[config.mk]
export PLATFORM = sky130hd
export DESIGN_NAME = merger_sweep_seq
export DESIGN_NICKNAME = d
export VERILOG_FILES = /design/src/rtl/merger_sweep_seq.sv
export SDC_FILE = /design/constraint.sdc
export NUM_CORES = 1
export LEC_CHECK = 0
export BUFFER_PORTS_ARGS = -buffer_cell sky130_fd_sc_hd__buf_4
export CORE_MARGIN = 2
export CORE_UTILIZATION = 25
export CTS_BUF_LIST = sky130_fd_sc_hd__clkbuf_8
export CTS_CLUSTER_DIAMETER = 40
export CTS_CLUSTER_SIZE = 24
export DETAILED_ROUTE_END_ITERATION = 8
export PLACE_DENSITY_LB_ADDON = 0.15
export SLEW_MARGIN = 20
export SYNTH_ARGS = -nofsm -noshare
export SYNTH_HDL_FRONTEND = slang
export SYNTH_SLANG_ARGS = --single-unit
[constraint.sdc]
create_clock -name clk -period 12.23 [get_ports clk]
set_clock_uncertainty 0.15 [all_clocks]
set_input_delay 1.223 -clock clk [delete_from_list [all_inputs] [get_ports clk]]
set_output_delay 1.223 -clock clk [all_outputs]
set_load 0.01 [all_outputs]
[src/rtl/merger_sweep_seq.sv]
module merger_sweep_seq #(
  parameter int N = 64,
  localparam int LOGN = $clog2(N),
  localparam int HW = N / 2,
  localparam int KW = $clog2(HW + 1),
  localparam int LW = $clog2(LOGN + 1),
  localparam int CW = $clog2(2 * (HW + 1) * (HW + 1))
) (
  input  logic            clk,
  input  logic            rst_n,
  input  logic            start,
  input  logic            single_en,
  input  logic [LW-1:0]   single_log,
  output logic [HW-1:0]   half_a,
  output logic [HW-1:0]   half_b,
  output logic [LOGN:0]   merge_size,
  output logic            vec_valid,
  input  logic [N-1:0]    merged,
  output logic            busy,
  output logic            done,
  output logic            pass,
  output logic            fail_seen,
  output logic [KW-1:0]   fail_ka,
  output logic [KW-1:0]   fail_kb,
  output logic [LOGN:0]   fail_size,
  output logic [CW-1:0]   vec_count,
  output logic            count_fault
);

  function automatic int total_vecs();
    int t;
    t = 0;
    for (int s = 2; s <= LOGN; s++) t += ((1 << (s - 1)) + 1) * ((1 << (s - 1)) + 1);
    return t;
  endfunction

  localparam int TOTAL = total_vecs();

  function automatic logic [HW-1:0] therm(input logic [KW-1:0] k, input logic [KW-1:0] len);
    logic [HW:0] t;
    t = ((HW + 1)'(1) << k) - (HW + 1)'(1);
    t = t << (len - k);
    return t[HW-1:0];
  endfunction

  logic            run_q, done_q, single_q, pass_q, fail_q, fault_q;
  logic [LW-1:0]   lg_q;
  logic [KW-1:0]   ka_q, kb_q, fka_q, fkb_q;
  logic [LOGN:0]   fsize_q;
  logic [CW-1:0]   cnt_q, exp_q;

  wire [KW-1:0] half_len = KW'(1 << (int'(lg_q) - 1));
  assign merge_size = (LOGN + 1)'(1) << lg_q;
  assign half_a     = run_q ? therm(ka_q, half_len) : '0;
  assign half_b     = run_q ? therm(kb_q, half_len) : '0;
  assign vec_valid  = run_q;

  wire [N-1:0] mmask = {N{1'b1}} >> (N - int'(merge_size));
  wire [N-1:0] mval  = merged & mmask;
  wire         vec_ok = ~|(mval & ~(mval >> 1) & (mmask >> 1));

  wire          sel_ok   = single_en && int'(single_log) >= 2 && int'(single_log) <= LOGN;
  wire [LW-1:0] start_lg = sel_ok ? single_log : LW'(LOGN);
  logic [CW-1:0] start_exp;
  always_comb begin
    int h;
    h = 1 << (int'(start_lg) - 1);
    start_exp = sel_ok ? CW'((h + 1) * (h + 1)) : CW'(TOTAL);
  end

  wire last_stage = single_q || lg_q == LW'(2);

  always_ff @(posedge clk) begin
    if (!rst_n) begin
      run_q <= 1'b0; done_q <= 1'b0; single_q <= 1'b0; pass_q <= 1'b0;
      fail_q <= 1'b0; fault_q <= 1'b0; lg_q <= LW'(LOGN);
      ka_q <= '0; kb_q <= '0; fka_q <= '0; fkb_q <= '0; fsize_q <= '0;
      cnt_q <= '0; exp_q <= '0;
    end else if (start && !run_q) begin
      run_q <= 1'b1; done_q <= 1'b0; single_q <= sel_ok; pass_q <= 1'b1;
      fail_q <= 1'b0; fault_q <= 1'b0; lg_q <= start_lg;
      ka_q <= '0; kb_q <= '0; fka_q <= '0; fkb_q <= '0; fsize_q <= '0;
      cnt_q <= '0; exp_q <= start_exp;
    end else if (run_q) begin
      cnt_q <= cnt_q + 1'b1;
      if (!vec_ok) begin
        pass_q <= 1'b0;
        if (!fail_q) begin
          fail_q <= 1'b1; fka_q <= ka_q; fkb_q <= kb_q; fsize_q <= merge_size;
        end
      end
      if (kb_q != half_len) kb_q <= kb_q + 1'b1;
      else begin
        kb_q <= '0;
        if (ka_q != half_len) ka_q <= ka_q + 1'b1;
        else begin
          ka_q <= '0;
          if (last_stage) begin
            run_q <= 1'b0; done_q <= 1'b1;
            fault_q <= (cnt_q + 1'b1) != exp_q;
          end else lg_q <= lg_q - 1'b1;
        end
      end
    end
  end

  assign busy = run_q;
  assign done = done_q;
  assign pass = pass_q;
  assign fail_seen = fail_q;
  assign fail_ka = fka_q;
  assign fail_kb = fkb_q;
  assign fail_size = fsize_q;
  assign vec_count = cnt_q;
  assign count_fault = fault_q;

  assert_half_weight_R3: assert property (@(posedge clk) disable iff (!rst_n)
    vec_valid |-> ($countones(half_a) == int'(ka_q) && $countones(half_b) == int'(kb_q)));
  assert_count_range_R4: assert property (@(posedge clk) disable iff (!rst_n)
    vec_valid |-> (ka_q <= half_len && kb_q <= half_len));
  assert_size_descends_R5: assert property (@(posedge clk) disable iff (!rst_n)
    (vec_valid && $past(vec_valid)) |-> merge_size <= $past(merge_size));
  assert_done_holds_R8: assert property (@(posedge clk) disable iff (!rst_n)
    (done && !start) |=> (done && $stable(vec_count)));
  assert_fail_clears_pass_R9: assert property (@(posedge clk) disable iff (!rst_n)
    fail_seen |-> !pass);
  assert_total_matches_R10: assert property (@(posedge clk) disable iff (!rst_n)
    $rose(done) |-> !count_fault);

endmodule

Yosys cells after proc, flatten, opt, wreduce, memory -nomap -nowiden
Index checks and enable logic that the tools add are counted.
- bits in registers: 64
- add/subtract/negate cells: 12
- multiply operators: 1
- magnitude comparators: 2
- eq/ne operators: 7
- shift operators: 8
- multiplexer cells: 19
- bitwise logic cells: 8
- reduce and logical (&&, ||, !) cells: 15
- operators with widths (kind ; number):
    64-bit bitwise AND ; 2
    1-bit by 6-bit << shifter with 33-bit output, first input constant ; 2
    33-bit by 6-bit << shifter with 32-bit output ; 2
    33-bit by 2-bit subtractor with 33-bit output, second input constant ; 2
    64-bit by 63-bit bitwise AND with 64-bit output ; 1
    32-bit 2-to-1 mux ; 2
    63-bit inverter with 64-bit output ; 1
    64-bit OR reduction ; 1
    64-bit by 32-bit >> shifter with 64-bit output, first input constant ; 1
    32-bit by 2-bit adder with 32-bit output, second input constant ; 1
    32-bit by 32-bit multiplier with 12-bit output ; 1
    1-bit by 32-bit << shifter with 32-bit output, first input constant ; 1
    1-bit by 32-bit << shifter with 6-bit output, first input constant ; 1
    3-bit 2-to-1 mux ; 6
    12-bit by 1-bit adder with 12-bit output, second input constant ; 1
    6-bit by 1-bit adder with 6-bit output, second input constant ; 2
    12-bit 2-to-1 mux ; 1
    6-bit 2-to-1 mux ; 2
    12-bit != test ; 1
    6-bit != test ; 2
    6-bit subtractor ; 2
    1-bit 2-to-1 mux ; 8
    4-bit AND reduction ; 2
    3-bit by 1-bit subtractor with 4-bit output, second input constant ; 2
    16 further kinds ; 25

Depth between registers and ports, before layout
- depth after elaboration: 11
- depth in mapped cells: 27
- mapped depth without buffers: 27

Least setup slack after synthesis
Ideal clock, no wire load.
- path kind: input -> register
- start: input single_log[1]
- end: register exp_q[11]
- setup time: 0.117 ns
- data arrival time: 6.126 ns
- data required time: 11.963 ns
- path slack: 5.837 ns
- cell stages on the path: 24
- path buffers: 0
- cells stage by stage: nor2b_1 o21a_1 nand2_1 inv_1 o21a_1 nor2b_1 xnor2_1 nor2_1 inv_1 fa_1 inv_1 ha_1 fa_1 inv_1 fa_1 fa_1 inv_1 ha_1 a21oi_1 o21bai_1 a21o_1 a21oi_1 xnor2_1 a22o_1
- word-level cells in the longest chain between the ends: 9
- elaborated cells on any way between the ends: 10
- classes of those cells: 2 x add/sub; 1 x mul; 2 x order compare; 1 x shift; 2 x mux; 2 x reduce/logical
- ends and longest elaborated chain (element ; RTL line ; RTL):
    start: declaration ; 13 ; input logic [LW-1:0] single_log,
    3-bit by 2-bit >= comparator with 1-bit output ; 62 ; wire sel_ok = single_en && int'(single_log) >= 2 && int'(single_log) <= LOGN;
    1-bit logical AND (2 in a row) ; 62 ;
    3-bit 2-to-1 mux ; 63 ; wire [LW-1:0] start_lg = sel_ok ? single_log : LW'(LOGN);
    3-bit by 1-bit subtractor with 4-bit output ; 67 ; h = 1 << (int'(start_lg) - 1);
    1-bit by 32-bit << shifter with 32-bit output ; 67 ;
    32-bit by 2-bit adder with 32-bit output ; 68 ; start_exp = sel_ok ? CW'((h + 1) * (h + 1)) : CW'(TOTAL);
    32-bit by 32-bit multiplier with 12-bit output ; 68 ;
    12-bit 2-to-1 mux (*) ; 68 ;
    end signal: assignment ; 78 ; cnt_q <= '0; exp_q <= '0;
    end signal: assignment ; 83 ; cnt_q <= '0; exp_q <= start_exp;
    end: declaration ; 50 ; logic [CW-1:0] cnt_q, exp_q;
Every way passes the cells marked *; elsewhere a longest branch is shown, timed or not.
A chain may end at the register's enable or synchronous reset.

Final worst setup path
- start: register ka_q[2]
- end: output half_a[28]
- word-level cells in the longest chain between the ends: 4
- elaborated cells on any way between the ends: 5
- classes of those cells: 2 x add/sub; 2 x shift; 1 x mux
- ends and longest elaborated chain (element ; RTL line ; RTL):
    start: declaration ; 48 ; logic [KW-1:0] ka_q, kb_q, fka_q, fkb_q;
    start signal: assignment ; 95 ; if (ka_q != half_len) ka_q <= ka_q + 1'b1;
    1-bit by 6-bit << shifter with 33-bit output ; 41 ; t = ((HW + 1)'(1) << k) - (HW + 1)'(1);
    33-bit by 2-bit subtractor with 33-bit output ; 41 ;
    33-bit by 6-bit << shifter with 32-bit output (*) ; 42 ; t = t << (len - k);
    32-bit 2-to-1 mux (*) ; 54 ; assign half_a = run_q ? therm(ka_q, half_len) : '0;
    end: declaration ; 14 ; output logic [HW-1:0] half_a,
Marked as above.

==> results.json <==
{
  "rsz0062_at_grt": "false",
  "clkPwrFrac_pct": 18.3,
  "vias": 14200,
  "met2_usage_pct": 28.9,
  "cts_buffers": 9,
  "crit_path_end": "half_a[28]",
  "powerDensity_mw_per_mm2": 77.4,
  "io-pin-count": 179,
  "die_x_um": 232,
  "critPathCaptureType": "output pin",
  "post_dp_cell_area_mm2": 0.0149,
  "design_area_mm2": 0.0152,
  "synth_top_area_cell": "dfxtp_1",
  "synth-async-reset-ratio_pct": 0,
  "ys_seq_area_share_pct": 9.68,
  "ys.flop_type": "dfxtp_1",
  "track_usage_pct": 18.2,
  "hold_slack_ns": 0.321,
  "critPathKind": "flop to output pin",
  "cts_tree": "yes",
  "synth.cell_area_mm2": 0.0130,
  "port_buffers": 178,
  "place_hpwl_mm": 39.2,
  "synth_cell_types": 107,
  "detail_route.wl_per_cell_um": 19.2,
  "drive_gt1_share_pct": 16.5,
  "fillers": 5683,
  "cts_resized": 0,
  "drv_slew": 0,
  "vias_per_cell": 5.44,
  "critPathLaunchType": "flop",
  "route.detailed.drc": 0,
  "hold_viol_final": 0,
  "cp_slowest_cell": "dfxtp_1",
  "setup_tns_ns": 0,
  "crit_family": "compound AO/OA/AOI/OAI gates",
  "tightest_slew_ns": 1.19,
  "drtIter0Drc": 1341,
  "grt_pass1_vias": 13700,
  "synth_top_area_share_pct": 9.68,
  "slowest_delay_ns": 0.82,
  "required_ns": 10.86,
  "crit_chain": "clkinv_1, ha_1, nor4b_2, a211oi_1, o211ai_1, a221oi_1, mux4_2, o2bb2ai_1, mux2i_1, and2_1, nor4_1, buf_4",
  "die_area_mm2": 0.0540,
  "place.gp.congestion": 0.905,
  "yosysMostFrequentCell": "nor2_1",
  "synth_cells": 1816,
  "grt.met1_usage_pct": 26.7,
  "ys_seq_elements": 63,
  "firstDrtPassIters": 5,
  "reg2reg_slack_ns": 6.59,
  "area_delta_synth_final_pct": 16.3,
  "nets": 2103,
  "p_leak_nw": 6.09,
  "htreeDepth": 3,
  "ys.warnings.count": 0,
  "synth_commonest_cells": "199 x nor2_1, 154 x nand2_1, 119 x a21oi_1",
  "n_antenna_cell": 0,
  "fmax_mhz": 139,
  "grt_start_max_net_pins": 40,
  "p_sw_uw": 566,
  "wirelength_mm": 50.2,
  "hold_class": "flop to flop",
  "synth-edff-count": 0,
  "fp-row-count": 83,
  "synth_area_leaders": "dfxtp_1 9.7%, ha_1 6.6%, nor2_1 5.7%",
  "finalCriticalPeriod_ns": 7.21,
  "clockBufferDepth": 2,
  "cp.depth": 12,
  "overflow": 0,
  "cts.sinks": 63,
  "avgSynthCellArea_um2": 7.18,
  "r2r-end": "fail_ka[1]",
  "r2r-start": "lg_q[0]",
  "grt_pass1_wl_mm": 79.6,
  "detail-route-antenna-nets": 0,
  "cts_setup_buffers": 0,
  "core_region_area_mm2": 0.0514,
  "power_frac_comb_pct": 62.9,
  "swShare_pct": 48.2,
  "ir_worst_vdd_uv": 52.4,
  "clk_latency_ns": 0.36,
  "critPathArrivalTime_ns": 5.84,
  "post-route-period-util_pct": 59.0,
  "postCtsHoldBufs": 0,
  "reg2reg_depth": 14,
  "busiest_layer": "met2",
  "status": "finished, final reports clean",
  "grt_use_met3_pct": 1.77,
  "max-cap-violations": 0,
  "path_max_fanout": 21,
  "final-setup-viol-count": 0,
  "antenna_found_initial": 0,
  "root_buffer": "clkbuf_8",
  "die_y_um": 232,
  "crit_start": "ka_q[2]",
  "power.internal_uw": 608,
  "slew_headroom_pct": 18.8,
  "clkSlewWorstSetupHoldPaths_ns": 0.08,
  "start_util_pct": 25.4,
  "seq_power_share_pct": 18.8,
  "path_buf_inv": 2
}
==> worst min path at each step <==
stage               slack [ns]      endpoint  depth (start not counted)         start
global route              0.35  fail_size[2]                          2  fail_size[2]
CTS                       0.32    fail_ka[4]                          2    fail_ka[4]
detailed placement        0.31    fail_ka[4]                          2    fail_ka[4]
finish                    0.32    fail_ka[4]                          2    fail_ka[4]
global placement          0.31  fail_size[4]                          2  fail_size[4]
floorplan                 0.29      single_q                          1      single_q
==> worst reg2reg max path: stages (launching register included) <==
cell	delay [ns]
dfxtp_1	0.48
inv_1	0.13
ha_1	0.22
buf_4	0.24
nand2_1	0.13
ha_1	0.87
or3b_1	0.50
mux2i_2	0.37
nor3_1	0.12
o311ai_0	0.41
o2111ai_1	0.18
or4_4	0.48
o311a_1	0.63
o21ai_0	0.46
a21oi_1	0.12
==> stage by stage <==
stage                     total power, mW  setup WS [ns]  utilization [%]  cells
after floorplan                     0.743           5.84                -   1834
after global placement              0.957           5.40             29.0   2599
after detailed placement            0.957           5.33             29.0   2599
after CTS                            1.18           5.09             29.5   2615
after global routing                 1.27           4.67             29.5   2615
final                                1.17           5.02             29.5   2615
==> power groups by stage <==
stage / Clock, mW / Combinational, mW / Sequential, mW
floorplan: 0 / 0.520 / 0.223
global placement: 0 / 0.732 / 0.225
detailed placement: 0 / 0.732 / 0.225
CTS: 0.223 / 0.735 / 0.221
global route: 0.231 / 0.819 / 0.222
finish: 0.215 / 0.739 / 0.220
==> layout by cell type, fill, tap and decap left out, drive strengths merged, types with 10 or more instances in the layout <==
cell type  Yosys  routed
buf           41     207
nor2         199     199
nand2        154     154
a21oi        120     120
o21ai        119     119
inv          114     116
ha            69      69
nand3         68      68
dfxtp         63      63
xnor2         54      54
nor3          52      52
mux2i         48      48
nor2b         38      38
xor2          34      34
fa            33      33
and3          27      27
a31oi         27      27
o211ai        24      24
mux4          23      23
a211oi        21      21
conb           2      20
nand2b        19      19
a21o          19      19
o22ai         19      19
or3           18      18
and2          18      18
a221oi        18      18
mux2          17      17
o31ai         16      16
or2           15      15
nor4          15      15
o21a          13      13
nand4         13      13
o311ai        12      12
o221ai        11      11
nor3b         10      10
a32oi         10      10
nor4b         10      10
==> layout make-up <==
cell class	count	area, um2	share of cell area (%)
multi-input combinational	1533	10800	71.4
timing repair buffer	207	1550	10.3
sequential	63	1260	8.32
tap	680	851	5.61
inverter	116	435	2.87
clock buffer	9	124	0.817
clock inverter	7	104	0.685
==> flip-flops by register name, indices dropped and copies added (netlist names), 3 cells and up <==
name / cells
vec_count: 12
exp_q: 11
fail_size: 7
fail_ka: 6
fail_kb: 6
ka_q: 6
kb_q: 6
lg_q: 3
==> layer usage <==
metal	part of all wire, %	vias up
met5	0	-
met4	1.3	0
met3	4.9	45
met2	45	467
met1	49	6835
li1	-	6887
==> cell families (layout without fill, tap and decap cells) <==
| group | Yosys count | count (layout) | share of synthesized area, % |
|---|---|---|---|
| buffers and inverters | 238 | 339 | 8.03 |
| muxes | 88 | 88 | 9.16 |
| adders and majority gates | 102 | 102 | 11.7 |
| xor gates and xnor gates | 88 | 88 | 5.97 |
| and+or+nand+nor | 692 | 692 | 26.8 |
| AOI/OAI and AO/OA | 543 | 543 | 28.6 |
| other | 2 | 20 | 0.0576 |
| DFF | 63 | 63 | 9.68 |
Note: power is estimated with default switching activity, not from simulation.
